<file path="src/rtl/dram_lp_pkg.sv">
`timescale 1ns/1ps
package dram_lp_pkg;

    localparam int STATE_W = 4;

    typedef enum logic [STATE_W-1:0] {
        LP_PRE_STBY   = 4'd0,
        LP_ACT_STBY   = 4'd1,
        LP_ACT_PD     = 4'd2,
        LP_PD_FAST    = 4'd3,
        LP_PD_SLOW    = 4'd4,
        LP_PD_SLOW_RO = 4'd5,
        LP_SR         = 4'd6,
        LP_SR_RO      = 4'd7,
        LP_EXIT       = 4'd8
    } lp_state_e;

    function automatic logic is_sleep(lp_state_e s);
        return (s == LP_ACT_PD) || (s == LP_PD_FAST) || (s == LP_PD_SLOW) ||
               (s == LP_PD_SLOW_RO) || (s == LP_SR) || (s == LP_SR_RO);
    endfunction

    function automatic logic is_standby(lp_state_e s);
        return (s == LP_PRE_STBY) || (s == LP_ACT_STBY);
    endfunction

endpackage

</file>
<file path="src/rtl/dram_lp_idle_timer.sv">
`timescale 1ns/1ps
// Saturating idle-cycle counter; exposes the value it would take on increment.
module dram_lp_idle_timer #(
    parameter int CNT_W = 16
) (
    input  logic             clk,
    input  logic             rst_n,
    input  logic             clr_i,
    input  logic             inc_i,
    output logic [CNT_W-1:0] cnt_nxt_o
);
    logic [CNT_W-1:0] cnt_q;

    assign cnt_nxt_o = (&cnt_q) ? cnt_q : cnt_q + CNT_W'(1);

    always_ff @(posedge clk or negedge rst_n) begin
        if (!rst_n)     cnt_q <= '0;
        else if (clr_i) cnt_q <= '0;
        else if (inc_i) cnt_q <= cnt_nxt_o;
    end
endmodule

</file>
<file path="src/rtl/dram_lp_exit_timer.sv">
`timescale 1ns/1ps
// Exit countdown: load with a latency L (L >= 1); done is high in the last of L cycles.
module dram_lp_exit_timer #(
    parameter int LAT_W = 11
) (
    input  logic             clk,
    input  logic             rst_n,
    input  logic             load_i,
    input  logic [LAT_W-1:0] load_val_i,
    output logic             done_o
);
    logic [LAT_W-1:0] cnt_q;

    always_ff @(posedge clk or negedge rst_n) begin
        if (!rst_n)              cnt_q <= '0;
        else if (load_i)         cnt_q <= load_val_i - LAT_W'(1);
        else if (cnt_q != '0)    cnt_q <= cnt_q - LAT_W'(1);
    end

    assign done_o = (cnt_q == '0);
endmodule

</file>
<file path="src/rtl/dram_lp_ctrl.sv">
`timescale 1ns/1ps
module dram_lp_ctrl
    import dram_lp_pkg::*;
#(
    parameter int CNT_W          = 16,
    parameter int XP_CYC         = 3,
    parameter int XPDLL_CYC      = 10,
    parameter int MRD_CYC        = 4,
    parameter int SR_EXIT_CYC    = 512,
    parameter int PLL_RELOCK_CYC = 1500
) (
    input  logic               clk,
    input  logic               rst_n,
    input  logic               idle_i,
    input  logic               bank_open_i,
    input  logic               dll_stop_i,
    input  logic               reg_off_i,
    input  logic               wake_i,
    input  logic [CNT_W-1:0]   pd_idle_lim_i,
    input  logic [CNT_W-1:0]   sr_idle_lim_i,
    output logic               cke_o,
    output logic               dll_off_o,
    output logic               term_off_o,
    output logic               pll_off_o,
    output logic               ready_o,
    output logic [STATE_W-1:0] state_o
);
    localparam int LAT_RO  = MRD_CYC + XPDLL_CYC;
    localparam int LAT_SRR = SR_EXIT_CYC + PLL_RELOCK_CYC;
    localparam int MAX_LAT = (LAT_RO > LAT_SRR) ? LAT_RO : LAT_SRR;
    localparam int LAT_W   = $clog2(MAX_LAT + 1);

    lp_state_e        state_q, state_d;
    logic             idle_clr, idle_inc, exit_load, exit_done;
    logic [CNT_W-1:0] idle_nxt;
    logic [LAT_W-1:0] lat_sel;
    lp_state_e        stby_sel, pd_sel, sr_sel;

    dram_lp_idle_timer #(.CNT_W(CNT_W)) idle_tmr_i (
        .clk(clk), .rst_n(rst_n), .clr_i(idle_clr), .inc_i(idle_inc),
        .cnt_nxt_o(idle_nxt)
    );

    dram_lp_exit_timer #(.LAT_W(LAT_W)) exit_tmr_i (
        .clk(clk), .rst_n(rst_n), .load_i(exit_load), .load_val_i(lat_sel),
        .done_o(exit_done)
    );

    // Exit latency belonging to the state being left
    always_comb begin
        unique case (state_q)
            LP_ACT_PD, LP_PD_FAST: lat_sel = LAT_W'(XP_CYC);
            LP_PD_SLOW:            lat_sel = LAT_W'(XPDLL_CYC);
            LP_PD_SLOW_RO:         lat_sel = LAT_W'(LAT_RO);
            LP_SR:                 lat_sel = LAT_W'(SR_EXIT_CYC);
            LP_SR_RO:              lat_sel = LAT_W'(LAT_SRR);
            default:               lat_sel = LAT_W'(1);
        endcase
    end

    assign stby_sel = bank_open_i ? LP_ACT_STBY : LP_PRE_STBY;
    assign pd_sel   = bank_open_i ? LP_ACT_PD :
                      !dll_stop_i ? LP_PD_FAST :
                      reg_off_i   ? LP_PD_SLOW_RO : LP_PD_SLOW;
    assign sr_sel   = reg_off_i ? LP_SR_RO : LP_SR;

    // Next-state and timer control
    always_comb begin
        state_d   = state_q;
        idle_clr  = 1'b0;
        idle_inc  = 1'b0;
        exit_load = 1'b0;
        unique case (state_q)
            LP_PRE_STBY, LP_ACT_STBY: begin
                idle_inc = idle_i && !wake_i;
                idle_clr = !idle_inc;
                if (idle_inc && (idle_nxt >= pd_idle_lim_i)) state_d = pd_sel;
                else                                          state_d = stby_sel;
            end
            LP_ACT_PD, LP_SR, LP_SR_RO: begin
                if (wake_i) begin
                    state_d   = LP_EXIT;
                    exit_load = 1'b1;
                    idle_clr  = 1'b1;
                end else begin
                    idle_inc  = 1'b1;
                end
            end
            LP_PD_FAST, LP_PD_SLOW, LP_PD_SLOW_RO: begin
                if (wake_i) begin
                    state_d   = LP_EXIT;
                    exit_load = 1'b1;
                    idle_clr  = 1'b1;
                end else begin
                    idle_inc  = 1'b1;
                    if (idle_nxt >= sr_idle_lim_i) state_d = sr_sel;
                end
            end
            LP_EXIT: begin
                idle_clr = 1'b1;
                if (exit_done) state_d = stby_sel;
            end
            default: state_d = LP_PRE_STBY;
        endcase
    end

    // State register
    always_ff @(posedge clk or negedge rst_n) begin
        if (!rst_n) state_q <= LP_PRE_STBY;
        else        state_q <= state_d;
    end

    // Outputs decoded from the state register only
    always_comb begin
        cke_o      = 1'b0;
        dll_off_o  = 1'b0;
        term_off_o = 1'b0;
        pll_off_o  = 1'b0;
        ready_o    = 1'b0;
        unique case (state_q)
            LP_PRE_STBY, LP_ACT_STBY: begin
                cke_o   = 1'b1;
                ready_o = 1'b1;
            end
            LP_ACT_PD, LP_PD_FAST: ;
            LP_PD_SLOW, LP_SR:     dll_off_o = 1'b1;
            LP_PD_SLOW_RO: begin
                dll_off_o  = 1'b1;
                term_off_o = 1'b1;
            end
            LP_SR_RO: begin
                dll_off_o  = 1'b1;
                term_off_o = 1'b1;
                pll_off_o  = 1'b1;
            end
            LP_EXIT:               cke_o = 1'b1;
            default: ;
        endcase
    end

    assign state_o = state_q;
endmodule

</file>
<file path="config.mk">
export PLATFORM = sky130hd
export DESIGN_NAME = dram_lp_ctrl
export DESIGN_NICKNAME = d
export VERILOG_FILES = /design/src/rtl/dram_lp_pkg.sv /design/src/rtl/dram_lp_idle_timer.sv /design/src/rtl/dram_lp_exit_timer.sv /design/src/rtl/dram_lp_ctrl.sv
export SDC_FILE = /design/constraint.sdc
export NUM_CORES = 1
export LEC_CHECK = 0
export BUFFER_PORTS_ARGS = -buffer_cell sky130_fd_sc_hd__buf_2
export CAP_MARGIN = 20
export CORE_ASPECT_RATIO = 1.1
export CORE_MARGIN = 3
export CORE_UTILIZATION = 35
export CTS_BUF_LIST = sky130_fd_sc_hd__clkbuf_16
export CTS_CLUSTER_DIAMETER = 80
export DETAILED_ROUTE_END_ITERATION = 12
export GPL_TIMING_DRIVEN = 0
export HOLD_SLACK_MARGIN = 0.06
export PLACE_DENSITY = 0.68
export SYNTH_ARGS = -nofsm -noshare
export SYNTH_HDL_FRONTEND = slang
export SYNTH_SLANG_ARGS = --single-unit
</file>
<file path="constraint.sdc">
create_clock -name clk -period 3.5 [get_ports clk]
set_clock_uncertainty 0.2 [all_clocks]
set_input_delay 0.175 -clock clk [delete_from_list [all_inputs] [get_ports clk]]
set_output_delay 0.175 -clock clk [all_outputs]
set_load 0.02 [all_outputs]
</file>
Word level (Yosys, flattened, before mapping)
Index checks and enable logic that the tools add are counted.
{ "totals": {"ff_bits": 31, "out_inout_bits": 9, "wordCells": 65, "in_bits": 39} }
{ "op_classes": {"n_lt_le_gt_ge": 2, "n_eq_ne": 11, "addsub": 3, "mux": 27, "reduce_logical": 19} }
{ "ops": {"columns": ["op", "n"], "rows": [
  ["case mux 11 bit (5 select lines)", 1],
  ["two-way mux 16 bit", 3],
  ["greater-or-equal comparator 16 bit", 2],
  ["two-way mux 11 bit", 2],
  ["subtractor 11 x 1 -> 11 bit (second input constant)", 2],
  ["adder 16 x 1 -> 16 bit (second input constant)", 1],
  ["equality test 4 x 3 -> 1 bit (second input constant)", 4],
  ["two-way mux 4 bit", 4],
  ["case mux 4 bit (4 select lines)", 1],
  ["AND reduction 16 bit", 1],
  ["zero test 11 bit", 1],
  ["two-way mux 1 bit", 11],
  ["nonzero test 11 bit", 1],
  ["two-way mux 3 bit", 3],
  ["OR reduction 3 bit", 3],
  ["equality test 4 x 2 -> 1 bit (second input constant)", 2],
  ["OR reduction 2 bit", 3],
  ["OR reduction 6 bit", 1],
  ["equality test 4 x 1 -> 1 bit (second input constant)", 1],
  ["equality test 4 bit (second input constant)", 1],
  ["zero test 4 bit", 1],
  ["!= test 2 bit (second input constant)", 2],
  ["nonzero test 2 bit", 2],
  ["OR reduction 4 bit", 1],
  ["6 further kinds", 8]
]} }

Logic depth before layout (Yosys ltp)
Gate-level depths: netlist of run 1.
{ "depth": {"depth_word": 6, "ltp_mapped": 15, "mapped_depth_nobuf": 13} }

Modules after synthesis
A second synthesis of run 1 with hierarchy kept.
{ "unflattened": {"hier_cells": 406, "hier_area_um2": 3288.2} }
{ "by_module_without_submodules": {"columns": ["mod", "seq_area_each_um2", "cells_each", "area_each_um2", "n_inst"], "rows": [
  ["dram_lp_idle_timer", 400.4, 147, 1232.4, 1],
  ["dram_lp_ctrl", 100.1, 163, 1186.1, 1],
  ["dram_lp_exit_timer", 275.3, 96, 869.6, 1]
]} }

Worst setup path before layout of run 1
Ideal clock, no wire load.
{ "synth_timing": {"path_type": "flip-flop to flip-flop", "from": "register idle_tmr_i.cnt_q[2]", "to": "register state_q[0], in the netlist state_o[0]", "setup_time_ps": 125, "arrival_time_ps": 3000, "setup_slack_ps": 175, "required_ps": 3175, "stages_incl_launch_ff": 15, "period_less_slack_ps": 3325, "path_buffers": 2, "cell_sequence": "dfrtp_1 buf_6 and4_4 and3_1 buf_6 a31oi_4 nand2_2 nor2_1 xor2_1 ha_1 a22o_1 o41ai_1 a2111oi_0 o21ai_1 mux2_2"} }
{ "synth_via": {"elab_chain_len": 6, "word_cells_on_any_way": 10, "cone_classes": "add/sub: 1; order compare: 2; eq/ne: 1; mux: 3; reduce/logical: 3"} }
{ "synth_lines": {"columns": ["element", "line_no", "rtl"], "rows": [
  ["start: declaration", "dram_lp_idle_timer.sv:12", "logic [CNT_W-1:0] cnt_q;"],
  ["start signal: assignment", "dram_lp_idle_timer.sv:19", "else if (inc_i) cnt_q <= cnt_nxt_o;"],
  ["adder 16 x 1 -> 16 bit or AND reduction 16 bit (tied branches)", "dram_lp_idle_timer.sv:14", "assign cnt_nxt_o = (&cnt_q) ? cnt_q : cnt_q + CNT_W'(1);"],
  ["two-way mux 16 bit (*)", "dram_lp_idle_timer.sv:14", null],
  ["greater-or-equal comparator 16 bit", "dram_lp_ctrl.sv:77", "if (idle_inc && (idle_nxt >= pd_idle_lim_i)) state_d = pd_sel;"],
  ["logical AND 1 bit", "dram_lp_ctrl.sv:77", null],
  ["two-way mux 3 bit", "dram_lp_ctrl.sv:77", null],
  ["case mux 4 bit (4 select lines)", "dram_lp_ctrl.sv:73", "unique case (state_q)"],
  ["end signal: assignment", "dram_lp_ctrl.sv:110", "else state_q <= state_d;"],
  ["end: declaration", "dram_lp_ctrl.sv:33", "lp_state_e state_q, state_d;"]
]} }
Mark *: on every way between the ends. The rest lies on a longest branch, timed or not.
A chain may end at the register's enable or synchronous reset.

Worst setup path in the final report of run 1
{ "layout_timing": {"from": "register idle_tmr_i.cnt_q[4]", "to": "register state_q[0], in the netlist state_o[0]"} }
Same word-level chain as after synthesis.

==> results by group, run 1 <==
Status
  – Status: finished clean

GRT
  – First-pass GRT wire length: 12900 microns
  – Vias in the first global route: 2884
  – GRT overflow: 0
  – Initial antenna violation count: 0
  – Largest net degree at the start of global routing: 32
  – Total track usage: 16.9%

Layout
  – # diodes: 0
  – Fin nets: 510
  – Area growth from synthesis to layout: 30.8%
  – FF/Latch Area: 782 sq um
  – Core Util, Final: 47.7%
  – Area of the multi-input gates: 2200 sq um
  – Commonest non-fill, non-tap cells in the layout: buf_2 (50), inv_1 (38), nand2_1 (31), ha_1 (31), a21oi_1 (29)
  – Share of layout cells above drive strength 1: 29.9%
  – Most common library cell in the layout ignoring fill and taps: buf_2
  – Fill count: 768
  – Finished Layout Cells: 546
  – Final instance area: 3830 sq um

Die
  – Die Y: 102 microns
  – Core area: 8040 sq um
  – Starting density of the core: 36.4%
  – Num ports: 48
  – Row cnt: 34
  – Full die area: 9500 sq um
  – Die W: 93.2 microns

STA
  – Setup ws final: 0.136 ns
  – Crit share post-route: 96.1%
  – Hold slack: 0.108 ns
  – Hold Violations, Final: 0
  – Setup TNS: 0 ns
  – Fmax achieved: 297 MHz
  – Final min period: 3.36 ns
  – Worst-Margin Slew: 0.735 ns
  – Rel. slew slack: 51.0%
  – Max Transition Viols Final: 0
  – Final setup violation count: 0

Power
  – Cell area power density: 333 nW/um^2
  – Tot Pwr: 1.27 mW
  – Maximum vdd drop: 0.000163 V
  – P_leak: 1.88 nW

Synth
  – Synthesis warning total: 0
  – Netlist cell types: 57
  – Synth Flop Type: dfrtp_1
  – Yosys top cell area share: 26.5%
  – Cells after synthesis: 365
  – Async SR Flop Fraction: 100%
  – Ranking of synthesized cells by area: dfrtp_1 (26%), ha_1 (15%), a21oi_1 (5.3%)
  – Post-Syn Area: 2930 sq um
  – Yosys reg bits: 31
  – Leading area contributor after synthesis: dfrtp_1
  – Post-synth EDFFs: 0
  – Net Count, Synth: 438
  – Sequential element share of the synthesized area: 26.5%
  – Syn_area_per_cell: 8.02 sq um

Clocking
  – CTS Sinks: 31
  – CTS tree: built
  – CTS clk-pin slew, worst paths: 0.05 ns
  – Worst-Skew Late Latency: 0.28 ns
  – H-tree depth: 2
  – Num CTS Buffers: 5
  – Root Buffer: clkbuf_16
  – Clock Path Buffers: 2

Routing
  – Via count: 2943
  – Final WL: 7860 microns
  – Initial DRT Pass Iterations: 4
  – Routed WL per cell: 14.4 microns
  – Via-to-Cell Ratio: 5.39
  – Initial drt markers: 179
  – Post-DRT Antenna Nets: 0
  – Residual DRC: 0

Critical path
  – WS Path Type: register to register
  – Worst-path fanout max: 6
  – CP endpoint kind: register
  – CP arrival: 3.38 ns
  – Crit path launch type: register
  – CP required: 3.52 ns

Placed design
  – Area post-placement: 3300 sq um
  – Hpwl dp: 5690 microns
  – Final Wtd Congestion: 0.887
  – Placed Cells: 520
  – Place WS: -0.374 ns
  – IO buf count: 47

Worst hold path
  – Hold/Removal Path Class: primary input to register

Flow run
  – Max-Cap Viols: 0
synthesized netlist by cell type, types with 6 or more instances:
cell       n
a21oi_1   31
mux2_2     7
ha_1      34
nand3_1   11
o31ai_1    7
xnor2_1    6
dfrtp_1   31
nor2_1    32
a31oi_1    7
inv_1     36
nand4_1    7
nand2_1   32
o21ai_0   22
nand2b_1   6
nor3_1     7
logic make-up (layout without fill, tap and decap cells):
family                     Yosys count  after routing  share of synthesized area [%]
muxes                                9              9                           3.37
and+or+nand+nor                    123            123                           21.7
DFF                                 31             31                           26.5
adders and majority gates           34             34                           14.5
xor gates and xnor gates            11             11                           3.29
buffers and inverters               49            122                           7.05
AOI/OAI and AO/OA                  108            108                           23.6
sequential cells by signal (all words and copies together) (netlist names):
| name | count |
|---|---|
| exit_tmr_i.cnt_q | 11 |
| state_o | 4 |
| idle_tmr_i.cnt_q | 16 |
critical path: stages (launching register included):
cell	delay, ns
dfrtp_2	0.41
and4_4	0.19
and3_4	0.22
a31oi_4	0.24
buf_6	0.16
and3_4	0.23
xor2_4	0.10
ha_4	0.28
nand2_2	0.07
nor4_4	0.38
o311ai_4	0.18
a31o_2	0.27
o221ai_1	0.18
mux2_4	0.17
power by group:
part	switching, mW	internal, mW
sequential	0.0730	0.427
combinational	0.200	0.160
clock	0.158	0.257
total	0.431	0.844
worst paths after layout:
kind	startpoint	endpoint	slack [ns]	cells past startpoint
worst max-delay path	idle_tmr_i.cnt_q[4]$_DFFE_PN0P_	state_o[0]$_DFFE_PN0P_	0.14	13
worst min register to register	idle_tmr_i.cnt_q[7]$_DFFE_PN0P_	idle_tmr_i.cnt_q[7]$_DFFE_PN0P_	0.33	1
min in group asynchronous	rst_n	exit_tmr_i.cnt_q[3]$_DFFE_PN0P_	0.29	2
max in group asynchronous	rst_n	idle_tmr_i.cnt_q[5]$_DFFE_PN0P_	2.28	2
worst max register to register	idle_tmr_i.cnt_q[4]$_DFFE_PN0P_	state_o[0]$_DFFE_PN0P_	0.14	13
worst min-delay path	reg_off_i	state_o[0]$_DFFE_PN0P_	0.11	4
area by class of cell:
class	instances	share of cell area (%)
Sequential cell	31	20.4
Clock inverter	3	0.327
Multi-Input combinational cell	285	57.4
Inverter	36	3.53
Tap cell	108	3.53
Buffer	11	1.34
Timing Repair Buffer	67	10.2
Clock buffer	5	3.27
per-layer routing:
layer  track usage [%]  vias to the layer above  part of all wire (%)
li1                  -                     1460                     -
met1              20.7                     1407                    45
met2              28.9                       60                    50
met3              3.76                       16                   3.0
met4              6.65                        0                   2.2
met5                 0                        -                     0
repair_timing:
action                                  4_1_cts  5_1_grt
gates resized for setup                      25       27
endpoints found under the setup margin        3        3
pin swaps                                    10       16
hold buffers                                  1        0
cloned                                        0        0
hold endpoints to repair                     31        0
buffers inserted                             11        8
No activity file was read; power rests on OpenSTA's default activity.
==> inputs of run 2 (changes only) <==
--- a/config.mk
+++ b/config.mk
@@ -16,6 +16,7 @@
 export GPL_TIMING_DRIVEN = 0
 export HOLD_SLACK_MARGIN = 0.06
 export PLACE_DENSITY = 0.68
+export SETUP_SLACK_MARGIN = 0.5
 export SYNTH_ARGS = -nofsm -noshare
 export SYNTH_HDL_FRONTEND = slang
 export SYNTH_SLANG_ARGS = --single-unit
==> results by group, run 2 (same netlist as run 1, synthesis figures left out) <==
Layout
  – Core Util, Final: 49.2%
  – Area growth from synthesis to layout: 34.9%
  – Most flop-heavy register: idle_tmr_i.cnt_q
  – Commonest non-fill, non-tap cells in the layout: buf_2 (51), inv_1 (38), nand2_1 (32)
  – # diodes: 0
  – Share of layout cells above drive strength 1: 31.8%
  – Fin nets: 525
  – Most common library cell in the layout ignoring fill and taps: buf_2
  – Max reg flops: 16

Routing
  – Post-DRT Antenna Nets: 0
  – Routed WL per cell: 14.9 microns
  – Initial drt markers: 158
  – Via-to-Cell Ratio: 5.41
  – Final WL: 8360 microns
  – Initial DRT Pass Iterations: 4
  – Residual DRC: 0
  – Via count: 3037

Clocking
  – Clock Path Buffers: 2
  – Root Buffer: clkbuf_16
  – Num CTS Buffers: 5
  – H-tree depth: 2
  – Worst-Skew Late Latency: 0.27 ns
  – CTS Sinks: 31
  – CTS tree: built
  – CTS clk-pin slew, worst paths: 0.05 ns

Critical path
  – Path depth of the worst reg2reg path: 14
  – Reg2reg start: idle_tmr_i.cnt_q[2]$_DFFE_PN0P_
  – Worst r2r dst: state_o[0]$_DFFE_PN0P_
  – CP endpoint kind: register
  – Worst-path fanout max: 7
  – CP arrival: 3.43 ns
  – WS Path Type: register to register
  – Crit path launch type: register
  – CP required: 3.46 ns
  – Reg-to-reg slack, setup: 0.03 ns

Die
  – Die W: 93.2 microns
  – Num ports: 48
  – Die Y: 102 microns
  – Row cnt: 34
  – Full die area: 9500 sq um
  – Core area: 8040 sq um
  – Starting density of the core: 36.4%

Placed design
  – Place WS: -0.361 ns
  – IO buf count: 47
  – Final Wtd Congestion: 0.899
  – Hpwl dp: 5820 microns

STA
  – Crit share post-route: 99.1%
  – Worst-Margin Slew: 0.733 ns
  – Rel. slew slack: 51.1%
  – Max Transition Viols Final: 0
  – Fmax achieved: 288 MHz
  – RSZ-0062 raised after global routing: yes
  – Hold slack: 0.117 ns
  – Hold Violations, Final: 0
  – Final setup violation count: 0
  – Setup ws final: 0.0302 ns
  – Final min period: 3.47 ns

GRT
  – Met2 GRT Util: 30.3%
  – GRT overflow: 0
  – First-pass GRT wire length: 13300 microns
  – Vias in the first global route: 2995
  – Largest net degree at the start of global routing: 32
  – Initial antenna violation count: 0
  – Total track usage: 17.2%
  – Grt met3 use: 2.72%
  – Busiest layer in global routing: met2
  – Met1 Track Usage GR: 21.2%

Power
  – Psw: 0.437 mW
  – Maximum vdd drop: 0.000248 V
  – Flop pwr share: 39.2%
  – Tot Pwr: 1.28 mW
  – P_int: 0.848 mW
  – Sw frac: 34.0%
  – P_leak: 1.96 nW
  – Clock power frac: 32.2%
  – Combinational power share: 28.6%
  – Cell area power density: 325 nW/um^2

Status
  – Status: finished clean

Worst hold path
  – Hold depth: 4
  – Hold/Removal Path Class: primary input to register
  – Hold Path End: state_o[0]$_DFFE_PN0P_
  – Hold path start: reg_off_i

Flow run
  – Max-Cap Viols: 0
==> run 2: critical path, stage by stage, from the launching register on <==
cell and delay, ns:
dfrtp_1 0.37, buf_6 0.12, and4_4 0.16, and3_4 0.15
buf_8 0.14, a21boi_4 0.28, nand3_2 0.16, xnor2_2 0.20
ha_2 0.33, o21ai_1 0.06, a21oi_2 0.18, o41ai_4 0.13
a2111oi_4 0.42, o21ai_2 0.16, mux2_4 0.32
==> run 2: repair_timing <==
action | CTS | global route
hold buffers | 1 | 0
setup buffers | 12 | 20
hold endpoints to repair | 31 | 0
gates resized for setup | 28 | 22
pin swaps | 11 | 19
setup endpoints to repair | 3 | 3
==> run 2: how the worst max path moves through the flow <==
stage,end,startpoint,cells past startpoint
floorplan,state_o[0]$_DFFE_PN0P_,idle_tmr_i.cnt_q[2]$_DFFE_PN0P_,14
finish,state_o[0]$_DFFE_PN0P_,idle_tmr_i.cnt_q[2]$_DFFE_PN0P_,14
CTS,state_o[0]$_DFFE_PN0P_,idle_tmr_i.cnt_q[2]$_DFFE_PN0P_,14
global route,state_o[0]$_DFFE_PN0P_,idle_tmr_i.cnt_q[2]$_DFFE_PN0P_,14
global placement,state_o[0]$_DFFE_PN0P_,idle_tmr_i.cnt_q[2]$_DFFE_PN0P_,14
detailed placement,state_o[0]$_DFFE_PN0P_,idle_tmr_i.cnt_q[3]$_DFFE_PN0P_,14
==> run 2: final cells by class <==
class | instances | area [sq um]
fillers | 741 | 4090
multi-input cells | 285 | 2190
clock buffers | 5 | 125
repair buffers | 80 | 493
clock inverters | 3 | 12.5
flip-flops and latches | 31 | 782
inverters | 36 | 135
well taps | 108 | 135
plain buffers | 13 | 75.1
==> run 2: power groups by stage <==
| stage | Combinational [mW] | Sequential (mW) | Clock, mW |
|---|---|---|---|
| CTS | 0.359 | 0.501 | 0.418 |
| detailed placement | 0.350 | 0.507 | 0 |
| global placement | 0.336 | 0.502 | 0 |
| finish | 0.368 | 0.503 | 0.414 |
| global route | 0.425 | 0.513 | 0.430 |
| floorplan | 0.263 | 0.490 | 0 |
==> run 2: stage by stage <==
stage	cell area, sq um	cells	TNS [ns]
3_3_place_gp	3310	520	-1.04
2_1_floorplan	2940	365	0
6_report	3950	561	0
5_1_grt	3950	561	-0.151
4_1_cts	3700	541	-0.0515
3_5_place_dp	3310	520	-0.929
==> run 2: per-layer routing <==
| layer | vias up | wire length (microns) |
|---|---|---|
| met5 | - | 0 |
| met4 | 0 | 104 |
| met3 | 11 | 390 |
| met2 | 87 | 4240 |
| met1 | 1446 | 3620 |
| li1 | 1493 | - |
